--- src/rtl/bag_pkg.sv ---
package bag_pkg;

   typedef enum logic [0:0] {
      BT_SEQ = 1'b0,
      BT_ILV = 1'b1
   } burst_type_e;

   typedef struct packed {
      logic [3:0]  len_lg;
      burst_type_e btype;
      logic [2:0]  rlat;
   } mode_cfg_t;

   localparam logic [2:0] BLC_2    = 3'b001;
   localparam logic [2:0] BLC_4    = 3'b010;
   localparam logic [2:0] BLC_8    = 3'b011;
   localparam logic [2:0] BLC_PAGE = 3'b111;

   localparam logic [2:0] CLC_3 = 3'b011;
   localparam logic [2:0] CLC_4 = 3'b100;
   localparam logic [2:0] CLC_5 = 3'b101;

   localparam int LEN_FLD_LSB = 0;
   localparam int TYPE_BIT    = 3;
   localparam int LAT_FLD_LSB = 4;
   localparam int TEST_BIT    = 7;

endpackage

--- src/rtl/mode_reg_decode.sv ---
module mode_reg_decode
   import bag_pkg::*;
#(
   parameter int ADDR_W = 11,
   parameter int BANK_W = 2,
   parameter int COL_W  = 8
) (
   input  logic              clk,
   input  logic              rst_n,
   input  logic              cs_n,
   input  logic              ras_n,
   input  logic              cas_n,
   input  logic              we_n,
   input  logic [ADDR_W-1:0] addr,
   input  logic [BANK_W-1:0] bank,
   input  logic              banks_idle,
   output mode_cfg_t         cfg_o,
   output logic              err_o
);

   localparam logic [3:0] PAGE_LG = 4'(COL_W);

   if (ADDR_W < 8) begin : g_addr_chk
      $error("mode_reg_decode: ADDR_W must hold the test-mode bit");
   end

   logic       load_cmd;
   logic [3:0] new_lg;
   logic       len_ok;
   logic [2:0] new_lat;
   logic       lat_ok;
   logic       pair_ok;
   logic       word_ok;
   burst_type_e new_bt;
   mode_cfg_t  cfg_q;
   logic       err_q;

   assign load_cmd = !cs_n && !ras_n && !cas_n && !we_n && banks_idle && (bank == '0);

   always_comb begin
      new_lg = 4'd1;
      len_ok = 1'b1;
      case (addr[LEN_FLD_LSB +: 3])
         BLC_2:    new_lg = 4'd1;
         BLC_4:    new_lg = 4'd2;
         BLC_8:    new_lg = 4'd3;
         BLC_PAGE: new_lg = PAGE_LG;
         default:  len_ok = 1'b0;
      endcase
   end

   always_comb begin
      new_lat = 3'd3;
      lat_ok  = 1'b1;
      case (addr[LAT_FLD_LSB +: 3])
         CLC_3:   new_lat = 3'd3;
         CLC_4:   new_lat = 3'd4;
         CLC_5:   new_lat = 3'd5;
         default: lat_ok  = 1'b0;
      endcase
   end

   assign new_bt  = burst_type_e'(addr[TYPE_BIT]);
   assign pair_ok = !((new_bt == BT_ILV) && (addr[LEN_FLD_LSB +: 3] == BLC_PAGE));
   assign word_ok = len_ok && lat_ok && pair_ok && !addr[TEST_BIT];

   always_ff @(posedge clk or negedge rst_n) begin
      if (!rst_n) begin
         cfg_q <= '{len_lg: 4'd1, btype: BT_SEQ, rlat: 3'd3};
         err_q <= 1'b0;
      end else if (load_cmd) begin
         if (word_ok) begin
            cfg_q <= '{len_lg: new_lg, btype: new_bt, rlat: new_lat};
            err_q <= 1'b0;
         end else begin
            err_q <= 1'b1;
         end
      end
   end

   assign cfg_o = cfg_q;
   assign err_o = err_q;

   assert_keep_on_reject_R6: assert property (@(posedge clk) disable iff (!rst_n)
      load_cmd && !word_ok |=> $stable(cfg_q) && err_q);

   assert_ignore_foreign_R7: assert property (@(posedge clk) disable iff (!rst_n)
      !load_cmd |=> $stable(cfg_q) && $stable(err_q));

   assert_lat_range_R5: assert property (@(posedge clk) disable iff (!rst_n)
      cfg_q.rlat >= 3'd3 && cfg_q.rlat <= 3'd5);

   assert_no_page_ilv_R6: assert property (@(posedge clk) disable iff (!rst_n)
      !(cfg_q.btype == BT_ILV && cfg_q.len_lg == PAGE_LG));

endmodule

--- src/rtl/col_map.sv ---
module col_map
   import bag_pkg::*;
#(
   parameter int COL_W = 8
) (
   input  logic [COL_W-1:0] base_i,
   input  logic [COL_W-1:0] beat_i,
   input  logic [3:0]       len_lg_i,
   input  burst_type_e      btype_i,
   output logic [COL_W-1:0] col_o
);

   logic [COL_W-1:0] mask;
   logic [COL_W-1:0] seq_sum;
   logic [COL_W-1:0] ilv_mix;

   assign mask    = ~({COL_W{1'b1}} << len_lg_i);
   assign seq_sum = base_i + beat_i;
   assign ilv_mix = base_i ^ beat_i;

   always_comb begin
      if (btype_i == BT_ILV) col_o = (base_i & ~mask) | (ilv_mix & mask);
      else                   col_o = (base_i & ~mask) | (seq_sum & mask);
   end

endmodule

--- src/rtl/burst_col_gen.sv ---
module burst_col_gen
   import bag_pkg::*;
#(
   parameter int COL_W = 8,
   parameter int LANES = 2
) (
   input  logic                   clk,
   input  logic                   rst_n,
   input  logic                   start_i,
   input  logic [COL_W-1:0]       start_col_i,
   input  mode_cfg_t              cfg_i,
   output logic [LANES*COL_W-1:0] cols_o,
   output logic                   valid_o,
   output logic                   last_o
);

   localparam logic [3:0]       PAGE_LG   = 4'(COL_W);
   localparam logic [COL_W-1:0] LANE_MASK = COL_W'(LANES - 1);
   localparam logic [COL_W-1:0] STEP      = COL_W'(LANES);

   if (COL_W < 3 || COL_W > 15) begin : g_width_chk
      $error("burst_col_gen: COL_W out of range");
   end
   if (LANES < 1 || LANES > 2) begin : g_lane_chk
      $error("burst_col_gen: LANES must be 1 or 2");
   end

   logic             active_q;
   logic [COL_W-1:0] base_q;
   logic [COL_W-1:0] idx_q;
   logic [3:0]       lg_q;
   burst_type_e      bt_q;
   logic [COL_W-1:0] len_mask;
   logic [COL_W-1:0] last_idx;
   logic             at_last;
   logic [COL_W-1:0] start_base;

   assign len_mask   = ~({COL_W{1'b1}} << lg_q);
   assign last_idx   = len_mask & ~LANE_MASK;
   assign at_last    = active_q && (idx_q == last_idx);
   assign start_base = (cfg_i.len_lg == PAGE_LG) ? (start_col_i & ~COL_W'(1)) : start_col_i;

   always_ff @(posedge clk or negedge rst_n) begin
      if (!rst_n) begin
         active_q <= 1'b0;
         base_q   <= '0;
         idx_q    <= '0;
         lg_q     <= 4'd1;
         bt_q     <= BT_SEQ;
      end else if (start_i) begin
         active_q <= 1'b1;
         base_q   <= start_base;
         idx_q    <= '0;
         lg_q     <= cfg_i.len_lg;
         bt_q     <= cfg_i.btype;
      end else if (active_q) begin
         if (at_last) active_q <= 1'b0;
         else         idx_q    <= idx_q + STEP;
      end
   end

   for (genvar l = 0; l < LANES; l++) begin : g_lane
      col_map #(.COL_W(COL_W)) map_i (
         .base_i   (base_q),
         .beat_i   (idx_q + COL_W'(l)),
         .len_lg_i (lg_q),
         .btype_i  (bt_q),
         .col_o    (cols_o[l*COL_W +: COL_W])
      );
   end

   assign valid_o = active_q;
   assign last_o  = at_last;

   assert_start_beat0_R8: assert property (@(posedge clk) disable iff (!rst_n)
      start_i |=> valid_o && idx_q == '0);

   assert_last_framed_R8: assert property (@(posedge clk) disable iff (!rst_n)
      last_o |-> valid_o);

   assert_end_after_last_R8: assert property (@(posedge clk) disable iff (!rst_n)
      last_o && !start_i |=> !valid_o);

   assert_continue_R9: assert property (@(posedge clk) disable iff (!rst_n)
      valid_o && !last_o && !start_i |=> valid_o);

   assert_page_even_R11: assert property (@(posedge clk) disable iff (!rst_n)
      valid_o && lg_q == PAGE_LG |-> !base_q[0]);

endmodule

--- src/rtl/burst_addr_gen.sv ---
module burst_addr_gen
   import bag_pkg::*;
#(
   parameter int ADDR_W = 11,
   parameter int BANK_W = 2,
   parameter int COL_W  = 8,
   parameter int LANES  = 2
) (
   input  logic                   clk,
   input  logic                   rst_n,
   input  logic                   cmd_cs_n,
   input  logic                   cmd_ras_n,
   input  logic                   cmd_cas_n,
   input  logic                   cmd_we_n,
   input  logic [ADDR_W-1:0]      cmd_addr,
   input  logic [BANK_W-1:0]      cmd_bank,
   input  logic                   banks_idle,
   input  logic                   burst_start,
   input  logic [COL_W-1:0]       start_col,
   output logic [LANES*COL_W-1:0] beat_cols,
   output logic                   beat_valid,
   output logic                   beat_last,
   output logic [2:0]             rd_latency,
   output logic                   mode_err
);

   mode_cfg_t cfg;

   mode_reg_decode #(
      .ADDR_W (ADDR_W),
      .BANK_W (BANK_W),
      .COL_W  (COL_W)
   ) mode_i (
      .clk        (clk),
      .rst_n      (rst_n),
      .cs_n       (cmd_cs_n),
      .ras_n      (cmd_ras_n),
      .cas_n      (cmd_cas_n),
      .we_n       (cmd_we_n),
      .addr       (cmd_addr),
      .bank       (cmd_bank),
      .banks_idle (banks_idle),
      .cfg_o      (cfg),
      .err_o      (mode_err)
   );

   burst_col_gen #(
      .COL_W (COL_W),
      .LANES (LANES)
   ) gen_i (
      .clk         (clk),
      .rst_n       (rst_n),
      .start_i     (burst_start),
      .start_col_i (start_col),
      .cfg_i       (cfg),
      .cols_o      (beat_cols),
      .valid_o     (beat_valid),
      .last_o      (beat_last)
   );

   assign rd_latency = cfg.rlat;

   assert_reset_idle_R1: assert property (@(posedge clk) disable iff (!rst_n)
      $rose(rst_n) |-> !beat_valid);

endmodule

--- config.mk ---
export PLATFORM = sky130hd
export DESIGN_NAME = burst_addr_gen
export DESIGN_NICKNAME = d
export VERILOG_FILES = /design/src/rtl/bag_pkg.sv /design/src/rtl/mode_reg_decode.sv /design/src/rtl/col_map.sv /design/src/rtl/burst_col_gen.sv /design/src/rtl/burst_addr_gen.sv
export SDC_FILE = /design/constraint.sdc
export NUM_CORES = 1
export LEC_CHECK = 0
export CAP_MARGIN = 25
export CORE_UTILIZATION = 40
export CTS_BUF_LIST = sky130_fd_sc_hd__clkbuf_4 sky130_fd_sc_hd__clkbuf_8
export CTS_CLUSTER_DIAMETER = 150
export CTS_CLUSTER_SIZE = 12
export DETAILED_ROUTE_END_ITERATION = 6
export PLACE_DENSITY_LB_ADDON = 0.25
export RECOVER_POWER = 25
export SYNTH_ARGS = -nofsm -noshare
export SYNTH_HDL_FRONTEND = slang
export SYNTH_SLANG_ARGS = --single-unit
--- constraint.sdc ---
create_clock -name clk -period 3.19 [get_ports clk]
set_clock_uncertainty 0.2 [all_clocks]
set_input_delay 0.4785 -clock clk [delete_from_list [all_inputs] [get_ports clk]]
set_output_delay 0.4785 -clock clk [all_outputs]
set_load 0.02 [all_outputs]
==> results.ini, run 1 <==
[grt]
track_usage_pct = 18.68
grt_pass1_vias = 1761
grt_pass1_wl_um = 7872
grt_use_met2_pct = 34.05
use_met3_pct = 2.606
grt_overflow = 0
top_usage_layer = met2
met1_usage_pct = 23.06
antenna_found_initial = 0
grt_max_degree = 29

[yosys]
yosysTopAreaCell = dfrtp_1
syn-cell-area_um2 = 2059
synth_nets = 275
synthTopCellsByArea = dfrtp_1 (29%), mux2_2 (8.7%), ha_1 (7.9%)
netlist-cell-type-count = 47
postSynthAreaPerCell_um2 = 8.877
synth-seq-cells = 28
synth_common_cells = dfrtp_1 (24), a21oi_1 (23), nor2_1 (18)
synth_async_sr_flop_share_pct = 100.0
ys_seq_area_share_pct = 34.26
synth_cells = 232
yosysMostFrequentCell = dfrtp_1
synth_top_area_share_pct = 29.16
synth-edff-count = 0
ys_warn_count = 0
ys.flop_type = dfrtp_1

[sta]
slew_viol_final = 29
hold_violations = 0
fin_crit_ns = 3.017
worst_pin_slew_ns = 1.539
max_freq_ghz = 0.3315
finalWorstSetupSlack_ns = 0.1731
fin_crit_sh_pct = 94.57
setup_viol = 0
finalSetupTns_ns = 0
max-slew-margin-rel_pct = -2.596
hold_ws_ns = 0.2769
rsz0062_at_grt = false

[cells_and_area]
area_growth_pct = 28.61
stdcell_area_um2 = 2649
final_cells = 342
finish.utilization_pct = 54.63
drive_above_1_share_pct = 14.91
nets = 320
antenna_cells = 0

[worst_setup_path]
reg2reg_from = gen_i.idx_q[3]
crit_family = flip-flops
path_depth = 7
required_ns = 2.51
rr_endpoint = gen_i.idx_q[7]
arrival_ns = 2.34
worstRegToRegCells = 7
r2r_slack_ns = 0.70
end_kind = output port
crit_path_max_incr_delay_ns = 0.43
crit_chain = ha_2, a211oi_2, nor4b_2, o21ai_0, o31ai_2, xor2_1, dlygate4sd2_1
cp_max_fo = 6
crit_path_top_delay_cell = dfrtp_1
worstSetupStartpointType = flop
worstSetupPathType = flop to output port
cp.buffers_inverters = 1

[detailed_routing]
wire_per_inst_um = 12.88
via_per_inst = 5.301
drc = 0
final_antenna_net_count = 0
firstDrtPassIters = 4
dr_total_vias = 1813
drt_first_iter_violations = 48
wirelength_um = 4406

[min_path]
min_from = mode_i.cfg_o[1]
hold_class = flop to flop
min_to = mode_i.cfg_o[1]
whs_path_depth = 2

[power_and_ir_drop]
switching_power_mw = 0.2362
p_sw_share_pct = 29.46
p_comb_share_pct = 27.4
power_density_nw_per_um2 = 302.7
p_int_mw = 0.5655
power.leakage_nw = 1.153
clkPwrFrac_pct = 24.4
power.share.sequential_pct = 48.2
ir_worst_vdd_uv = 193.6
fin_total_pwr_mw = 0.8017

[placed_design]
dpl_worst_slack_ns = 0.1143
io_buffers = 47
placed_area_um2 = 2596
finalWeightedCongestion = 0.8312
dp_hpwl_um = 3364
dp_cells = 339

[die]
rows = 25
die_y_um = 73.76
initial_core_util_pct = 42.48
core_area_um2 = 4848
dieArea_um2 = 5440
ios = 51
die_w_um = 73.76

[clock_tree]
cts_root_buffer = clkbuf_8
clk_pin_slew_worst_paths_ns = 0.10
cts_sinks = 28
clk_path_buf_depth = 2
h-tree-depth = 1
tritoncts = yes
numCtsBuffers = 3
clkLatencyLatePin_ns = 0.28

[outcome]
violations = max-capacitance violations, max-slew violations
status = complete, but fails checks

[run]
max_cap_violations = 1

## cell families (layout without fill, tap and decap cells)
family	Yosys count	in the layout	synth area share, %
and+or+nand+nor	80	80	20.60
AOI/OAI and AO/OA	57	57	16.28
DFF	28	28	34.27
buffers and inverters	24	67	5.589
muxes	18	18	9.720
adders and majority gates	14	14	8.870
xor gates and xnor gates	11	11	4.678
## registers in the layout, indices dropped and copies added (netlist names)
signal / count
gen_i.base_q: 8
gen_i.idx_q: 7
gen_i.bt_q: 1
gen_i.valid_o: 1
gen_i.lg_q: 3
mode_i.err_o: 1
mode_i.cfg_o: 7
## how the worst max path moves through the flow
stage | startpoint | end | slack, ns
after CTS | gen_i.base_q[2] | beat_cols[5] | 0.09
after floorplan | gen_i.idx_q[1] | beat_cols[14] | 0.55
after global placement | gen_i.base_q[2] | beat_cols[15] | 0.14
after global routing | gen_i.base_q[2] | beat_cols[13] | 0.006
final | gen_i.base_q[2] | beat_cols[7] | 0.17
after detailed placement | gen_i.idx_q[2] | beat_cols[7] | 0.11
## worst min-delay path, stage by stage, from the launching register on
cell	delay, ns
dfstp_2	0.38
inv_1	0.04
mux2i_1	0.06
## layout by cell type, fill, tap and decap left out, drive strengths merged, types with 6 or more instances in the layout
| cell type | n |
|---|---|
| clkbuf | 6 |
| dfrtp | 24 |
| nor2 | 19 |
| nand2 | 17 |
| a21oi | 24 |
| mux2 | 16 |
| inv | 8 |
| xnor2 | 7 |
| ha | 13 |
| nor2b | 7 |
| or3 | 7 |
| clkdlybuf4s50 | 36 |
| buf | 8 |
| o21ai | 16 |
## power groups by stage
stage	logic [mW]	clock network [mW]	registers [mW]
2_1_floorplan	0.126	0	0.390
3_3_place_gp	0.224	0	0.393
3_5_place_dp	0.227	0	0.393
4_1_cts	0.223	0.204	0.387
5_1_grt	0.246	0.217	0.389
6_report	0.220	0.196	0.386
## routing by layer
layer | vias to the layer above | wire [µm]
met5 | - | 0
met4 | 0 | 48
met3 | 7 | 156
met2 | 54 | 2187
met1 | 839 | 2013
li1 | 913 | -
## layout make-up
type / instances / area [µm²]
clock buffers: 3 / 41.29
fillers: 446 / 2200
inverters: 8 / 30.03
multi-input cells: 180 / 1261
flip-flops and latches: 28 / 705.7
well taps: 67 / 83.83
repair buffers: 56 / 526.8
## what timing repair did
item / in CTS / in global routing
hold buffers: 0 / 0
endpoints found under the hold margin: 0 / 0
buffers inserted: 0 / 0
resized for setup: 11 / 10
endpoints found under the setup margin: 7 / 6
pin swaps: 0 / 1
No activity file was read; power rests on OpenSTA's default activity.
==> run 2, diff against run 1 <==
ABC_AREA = 1   (was default)
GPL_TIMING_DRIVEN = 0   (was default)
==> run 2 against run 1 <==
- sequential share of layout area is 2.3 points lower
- critical path type unchanged
- synthesized area increased by 9.5%
- flip-flop and latch count is the same
- the run now ends clean
- register-to-register slack better by 0.83 ns
- critical path depth shrank 1
- critical endpoint is now beat_cols[10]
- utilization increased by 0.71 points
- synthesized cell count is 50% higher
==> results.ini, run 2 <==
[die]
initial_core_util_pct = 42.81  ; +0.33 points
ios = 51  ; unchanged
die_w_um = 77.10  ; +4.5%
dieArea_um2 = 5944  ; +9.3%
die_y_um = 77.10  ; +4.5%
rows = 26  ; +4.0%
core_area_um2 = 5270  ; +8.7%

[sta]
finalWorstSetupSlack_ns = 0.1787  ; +0.005635 ns
fin_crit_ns = 3.011  ; -0.005635 ns
rsz0062_at_grt = false
slew_viol_final = 0  ; -100%
hold_violations = 0  ; unchanged
max_freq_ghz = 0.3321  ; +0.19%
finalSetupTns_ns = 0  ; unchanged
fin_crit_sh_pct = 94.40  ; -0.18 points
setup_viol = 0  ; unchanged
max-slew-margin-rel_pct = 25.76  ; +28 points
worst_pin_slew_ns = 1.114  ; -0.4253 ns

[worst_setup_path]
cp_max_fo = 7  ; +1
worstSetupStartpointType = flop
crit_path_top_delay_cell = clkdlybuf4s50_1
cp.buffers_inverters = 2  ; +1
end_kind = output port
crit_family = buffers and inverters
crit_chain = inv_1, fa_1, xnor2_1, nor2_1, o22ai_1, clkdlybuf4s50_1
worstRegToRegCells = 9  ; +2
path_depth = 6  ; -1
worstSetupPathType = flop to output port
required_ns = 2.51  ; about the same
arrival_ns = 2.33  ; about the same
crit_path_max_incr_delay_ns = 0.62  ; +0.19 ns

[grt]
grt_pass1_wl_um = 9570  ; +22%
antenna_found_initial = 0  ; unchanged
grt_overflow = 0  ; unchanged
grt_use_met2_pct = 34.20  ; +0.15 points
use_met3_pct = 2.500  ; -0.11 points
top_usage_layer = met2
grt_pass1_vias = 2197  ; +25%
grt_max_degree = 21  ; -28%
met1_usage_pct = 25.31  ; +2.3 points
track_usage_pct = 19.75  ; +1.1 points

[placed_design]
dp_hpwl_um = 4187  ; +24%
io_buffers = 47  ; unchanged
finalWeightedCongestion = 0.8400  ; +1.1%
dpl_worst_slack_ns = 0.2778  ; +0.1635 ns

[cells_and_area]
area_growth_pct = 29.28
final_common_cell = nand2_1
nets = 444  ; +39%
drive_above_1_share_pct = 6.250  ; -8.7 points
largest_reg_flops = 8  ; unchanged
final_cell_mix = nand2_1 (122), inv_1 (51), clkdlybuf4s50_1 (40), nand3_1 (30), nor2_1 (23)
antenna_cells = 0  ; unchanged
regMostFlops = gen_i.base_q

[yosys]
ys.flop_type = dfrtp_1
synth_async_sr_flop_share_pct = 100.0  ; unchanged
synth_top_family_by_area = simple AND/OR/NAND/NOR gates
synth_cells = 348  ; +50%
synthXorXnorAreaFrac_pct = 1.941  ; -2.7 points
yosysMostFrequentCell = nand2_1
synth_nets = 391  ; +42%
netlist-cell-type-count = 31  ; -34%
synth_mux_area_share_pct = 0  ; -9.7 points
postSynthAreaPerCell_um2 = 6.483  ; -27%
ys_warn_count = 0  ; unchanged
yosys.area_share.simple_pct = 35.94  ; +15 points
syn-cell-area_um2 = 2256  ; +9.5%
synth-seq-cells = 28  ; unchanged
synthTopCellsByArea = dfrtp_1 (27%), nand2_1 (20%), inv_1 (8.5%)
synth_compound_area_share_pct = 9.651  ; -6.6 points
synth_adder_area_share_pct = 8.098  ; -0.77 points
synth_top_area_share_pct = 26.62  ; -2.5 points
yosysTopAreaCell = dfrtp_1
ys_seq_area_share_pct = 31.28  ; -3.0 points
synth_common_cells = nand2_1 (122), inv_1 (51), nand3_1 (30)
synth-edff-count = 0  ; unchanged

[clock_tree]
cts-resized-gates = 3  ; -8
postCtsHoldBufs = 0  ; unchanged
tritoncts = yes
clk_pin_slew_worst_paths_ns = 0.10  ; about the same
clk_path_buf_depth = 2  ; unchanged
cts_sinks = 28  ; unchanged
post_cts_buffers = 0  ; unchanged
numCtsBuffers = 3  ; unchanged
clkLatencyLatePin_ns = 0.28  ; about the same
cts_root_buffer = clkbuf_8
h-tree-depth = 1  ; unchanged

[power_and_ir_drop]
power_density_nw_per_um2 = 398.6  ; +32%
fin_total_pwr_mw = 1.163  ; +45%
power.leakage_nw = 1.628  ; +41%
ir_worst_vdd_uv = 187.2  ; -3.3%

[min_path]
hold_class = flop to flop
whs_path_depth = 2  ; unchanged

[run]
max_cap_violations = 0  ; -1

[detailed_routing]
drc = 0  ; unchanged
via_per_inst = 4.987  ; -5.9%
drt_first_iter_violations = 108  ; +130%
firstDrtPassIters = 4  ; unchanged
final_antenna_net_count = 0  ; unchanged
wire_per_inst_um = 11.61  ; -9.8%
wirelength_um = 5459  ; +24%
dr_total_vias = 2344  ; +29%

[outcome]
status = finished, final reports clean

run 2: per-layer routing:
layer	vias to the layer above	routed length (µm)
met4	0	68
met5	-	0
met2	49	2640
li1	1209	-
met1	1079	2552
met3	7	198
run 2: area by class of cell:
| cell class | instances | area (µm²) |
|---|---|---|
| Timing Repair Buffer | 48 | 485.5 |
| Clock inverter | 1 | 30.03 |
| Fill cell | 550 | 2354 |
| Inverter | 53 | 198.9 |
| Multi-Input combinational cell | 250 | 1267 |
| Sequential cell | 28 | 709.4 |
| Tap cell | 70 | 87.58 |
| Clock buffer | 3 | 41.29 |
| Buffer | 17 | 96.34 |
run 2: power breakdown:
part / internal, mW / leakage [nW] / switching (mW)
clock: 0.168 / 0.0357 / 0.119
combinational: 0.206 / 1.26 / 0.250
sequential: 0.381 / 0.334 / 0.0382
total: 0.755 / 1.63 / 0.408
run 2: worst register-to-register path: cells and delay by family (launching register included):
| kind | cells | cell delay, ns |
|---|---|---|
| and+or+nand+nor | 8 | 0.82 |
| DFF | 1 | 0.38 |
| buffers and inverters | 1 | 0.20 |
run 2: path summary, 6_finish.rpt:
kind / start / endpoint / slack, ns
max: gen_i.idx_q[1] / beat_cols[10] / 0.18
min: mode_i.cfg_o[4] / mode_i.cfg_o[4] / 0.29
max reg2reg: gen_i.idx_q[4] / gen_i.idx_q[2] / 1.53
min reg2reg: mode_i.cfg_o[4] / mode_i.cfg_o[4] / 0.29
max in group asynchronous: rst_n / gen_i.idx_q[2] / 1.00
min in group asynchronous: rst_n / gen_i.base_q[7] / 0.36
run 2: cell families after synthesis:
logic type / Yosys count
AOI/OAI and AO/OA: 40
DFF: 28
and+or+nand+nor: 191
xor gates and xnor gates: 5
buffers and inverters: 70
adders and majority gates: 14
run 2: metrics by stage:
step,cells,hold slack (ns),instance area (µm²),utilization (%)
2_1_floorplan,348,-0.01709,2256,-
3_3_place_gp,465,0.2637,2814,53.40
3_5_place_dp,466,0.2733,2841,53.92
4_1_cts,470,0.2902,2925,55.51
5_1_grt,470,0.3300,2917,55.34
6_report,470,0.2852,2917,55.34
==> run 3, diff against run 2 <==
CORE_ASPECT_RATIO = 1.5   (was default)
==> run 3 against run 2 <==
- clock-buffer cell count increased by 1
- power is 6.4% lower
- via count is 1.0% lower
- design area decreased by 1.0%
- cell count did not move
- critical path depth did not move
- wire length is 1.4% higher
- maximum frequency decreased by 0.67%
- sequential share of layout area grew 0.21 points
- worst setup slack worse by 0.020 ns
- critical path type unchanged
==> results.ini, run 3 (synthesis results as in run 2) <==
[placed_design]
finalWeightedCongestion = 0.8884  ; +5.8%
dp_cells = 466  ; unchanged
dpl_worst_slack_ns = 0.2141  ; -0.06376 ns
io_buffers = 47  ; unchanged
dp_hpwl_um = 4459  ; +6.5%

[clock_tree]
cts_sinks = 28  ; unchanged
numCtsBuffers = 3  ; unchanged
cts-resized-gates = 4  ; +1
tritoncts = yes
h-tree-depth = 1  ; unchanged
cts_root_buffer = clkbuf_8
clk_path_buf_depth = 2  ; unchanged
post_cts_buffers = 0  ; unchanged
clk_pin_slew_worst_paths_ns = 0.10  ; about the same
clkLatencyLatePin_ns = 0.27  ; about the same
postCtsHoldBufs = 0  ; unchanged

[sta]
worst_pin_slew_ns = 0.9389  ; -0.1747 ns
slew_viol_final = 0  ; unchanged
setup_viol = 0  ; unchanged
hold_violations = 0  ; unchanged
max_freq_ghz = 0.3298  ; -0.67%
max-slew-margin-rel_pct = 37.40  ; +12 points
rsz0062_at_grt = false
fin_crit_sh_pct = 95.04  ; +0.64 points
finalWorstSetupSlack_ns = 0.1583  ; -0.02041 ns
fin_crit_ns = 3.032  ; +0.02041 ns
finalSetupTns_ns = 0  ; unchanged

[cells_and_area]
antenna_cells = 0  ; unchanged
multi_input_area_um2 = 1257  ; -0.79%
regMostFlops = gen_i.base_q
final_common_cell = nand2_1
final_cells = 470  ; unchanged
area_growth_pct = 27.95
final.fill_count = 578  ; +5.1%
largest_reg_flops = 8  ; unchanged
drive_above_1_share_pct = 6.000  ; -0.25 points
nets = 444  ; unchanged
regArea_um2 = 708.2  ; -0.18%
final_cell_mix = nand2_1 (122), inv_1 (51), clkdlybuf4s50_1 (38), nand3_1 (30), nor2_1 (23)

[die]
die_y_um = 93.98  ; +22%
rows = 33  ; +27%
core_area_um2 = 5450  ; +3.4%
dieArea_um2 = 5950  ; about the same
ios = 51  ; unchanged
initial_core_util_pct = 41.39  ; -1.4 points
die_w_um = 63.32  ; -18%

[worst_setup_path]
cp_max_fo = 7  ; unchanged
crit_chain = inv_1, fa_1, xnor2_1, nor2_1, o22ai_1, clkdlybuf4s50_1
rr_endpoint = gen_i.idx_q[6]
worstSetupStartpointType = flop
end_kind = output port
crit_path_max_incr_delay_ns = 0.62  ; about the same
arrival_ns = 2.35  ; +0.02 ns
worstSetupPathType = flop to output port
crit_path_top_delay_cell = clkdlybuf4s50_1
worstRegToRegCells = 9  ; unchanged
r2r_slack_ns = 1.51  ; -0.02 ns
reg2reg_from = gen_i.idx_q[4]
required_ns = 2.51  ; about the same

[power_and_ir_drop]
ir_worst_vdd_uv = 209.2  ; +12%
power_density_nw_per_um2 = 377.0  ; -5.4%
power.leakage_nw = 1.626  ; -0.12%
fin_total_pwr_mw = 1.088  ; -6.4%

[run]
max_cap_violations = 0  ; unchanged

[grt]
grt_overflow = 0  ; unchanged
track_usage_pct = 20.20  ; +0.45 points
grt_pass1_vias = 2303  ; +4.8%
antenna_found_initial = 0  ; unchanged
grt_pass1_wl_um = 9604  ; +0.36%
grt_max_degree = 19  ; -9.5%

[detailed_routing]
wirelength_um = 5537  ; +1.4%
firstDrtPassIters = 4  ; unchanged
dr_total_vias = 2320  ; -1.0%
drt_first_iter_violations = 86  ; -20%
via_per_inst = 4.936  ; -1.0%
drc = 0  ; unchanged
wire_per_inst_um = 11.78  ; +1.4%
final_antenna_net_count = 0  ; unchanged

[outcome]
status = finished, final reports clean

[min_path]
min_from = mode_i.cfg_o[4]
whs_path_depth = 2  ; unchanged
min_to = mode_i.cfg_o[4]
hold_class = flop to flop

[run 3: cell types whose count changed in the layout (fill, tap and decap cells not counted), sizes merged]
cell | previous run | this run
bufinv | 1 | 0
clkbuf | 12 | 13
clkdlybuf4s50 | 40 | 38
dlygate4sd2 | 1 | 3
[run 3: worst max path at each step]
| stage | start | endpoint | slack, ns | cells past startpoint |
|---|---|---|---|---|
| after floorplan | gen_i.idx_q[1] | beat_cols[12] | 0.76 | 5 |
| after global placement | gen_i.idx_q[1] | beat_cols[12] | 0.23 | 6 |
| after detailed placement | gen_i.idx_q[1] | beat_cols[12] | 0.21 | 6 |
| after CTS | gen_i.idx_q[2] | beat_cols[7] | 0.002 | 10 |
| after global routing | gen_i.idx_q[1] | beat_cols[9] | 0.02 | 6 |
| final | gen_i.idx_q[1] | beat_cols[10] | 0.16 | 6 |
[run 3: routing by layer]
metal,global-route usage [%],vias up,share of wire (%)
li1,-,1200,-
met5,0,-,0
met3,2.427,16,2.9
met1,21.77,1056,41
met2,39.16,48,53
met4,7.955,0,3.0
[run 3: critical path: cells and delay by family (launching register included)]
family          cells  cell delay, ns
fa+ha+maj           1            0.51
flops               1            0.47
compound gates      1            0.12
simple gates        1            0.06
xor+xnor            1            0.16
buf+inv             2            0.76
[run 3: final cells by class]
cell class / instances / area share (%)
clock buffers: 4 / 1.907
well taps: 70 / 3.034
inverters: 53 / 6.892
flip-flops and latches: 28 / 24.53
multi-input cells: 250 / 43.56
repair buffers: 48 / 16.73
plain buffers: 17 / 3.338
[run 3: metrics by stage]
step | hold slack [ns] | util, % | instance area (µm²)
after floorplan | -0.01709 | - | 2256
after detailed placement | 0.2659 | 51.91 | 2829
after global placement | 0.2629 | 51.63 | 2814
final | 0.2831 | 52.96 | 2887
after CTS | 0.2825 | 52.87 | 2882
after global routing | 0.2936 | 52.96 | 2887
[run 3: report_power, final]
part,internal (mW),switching (mW)
registers,0.380,0.0388
clock network,0.111,0.111
logic,0.198,0.249
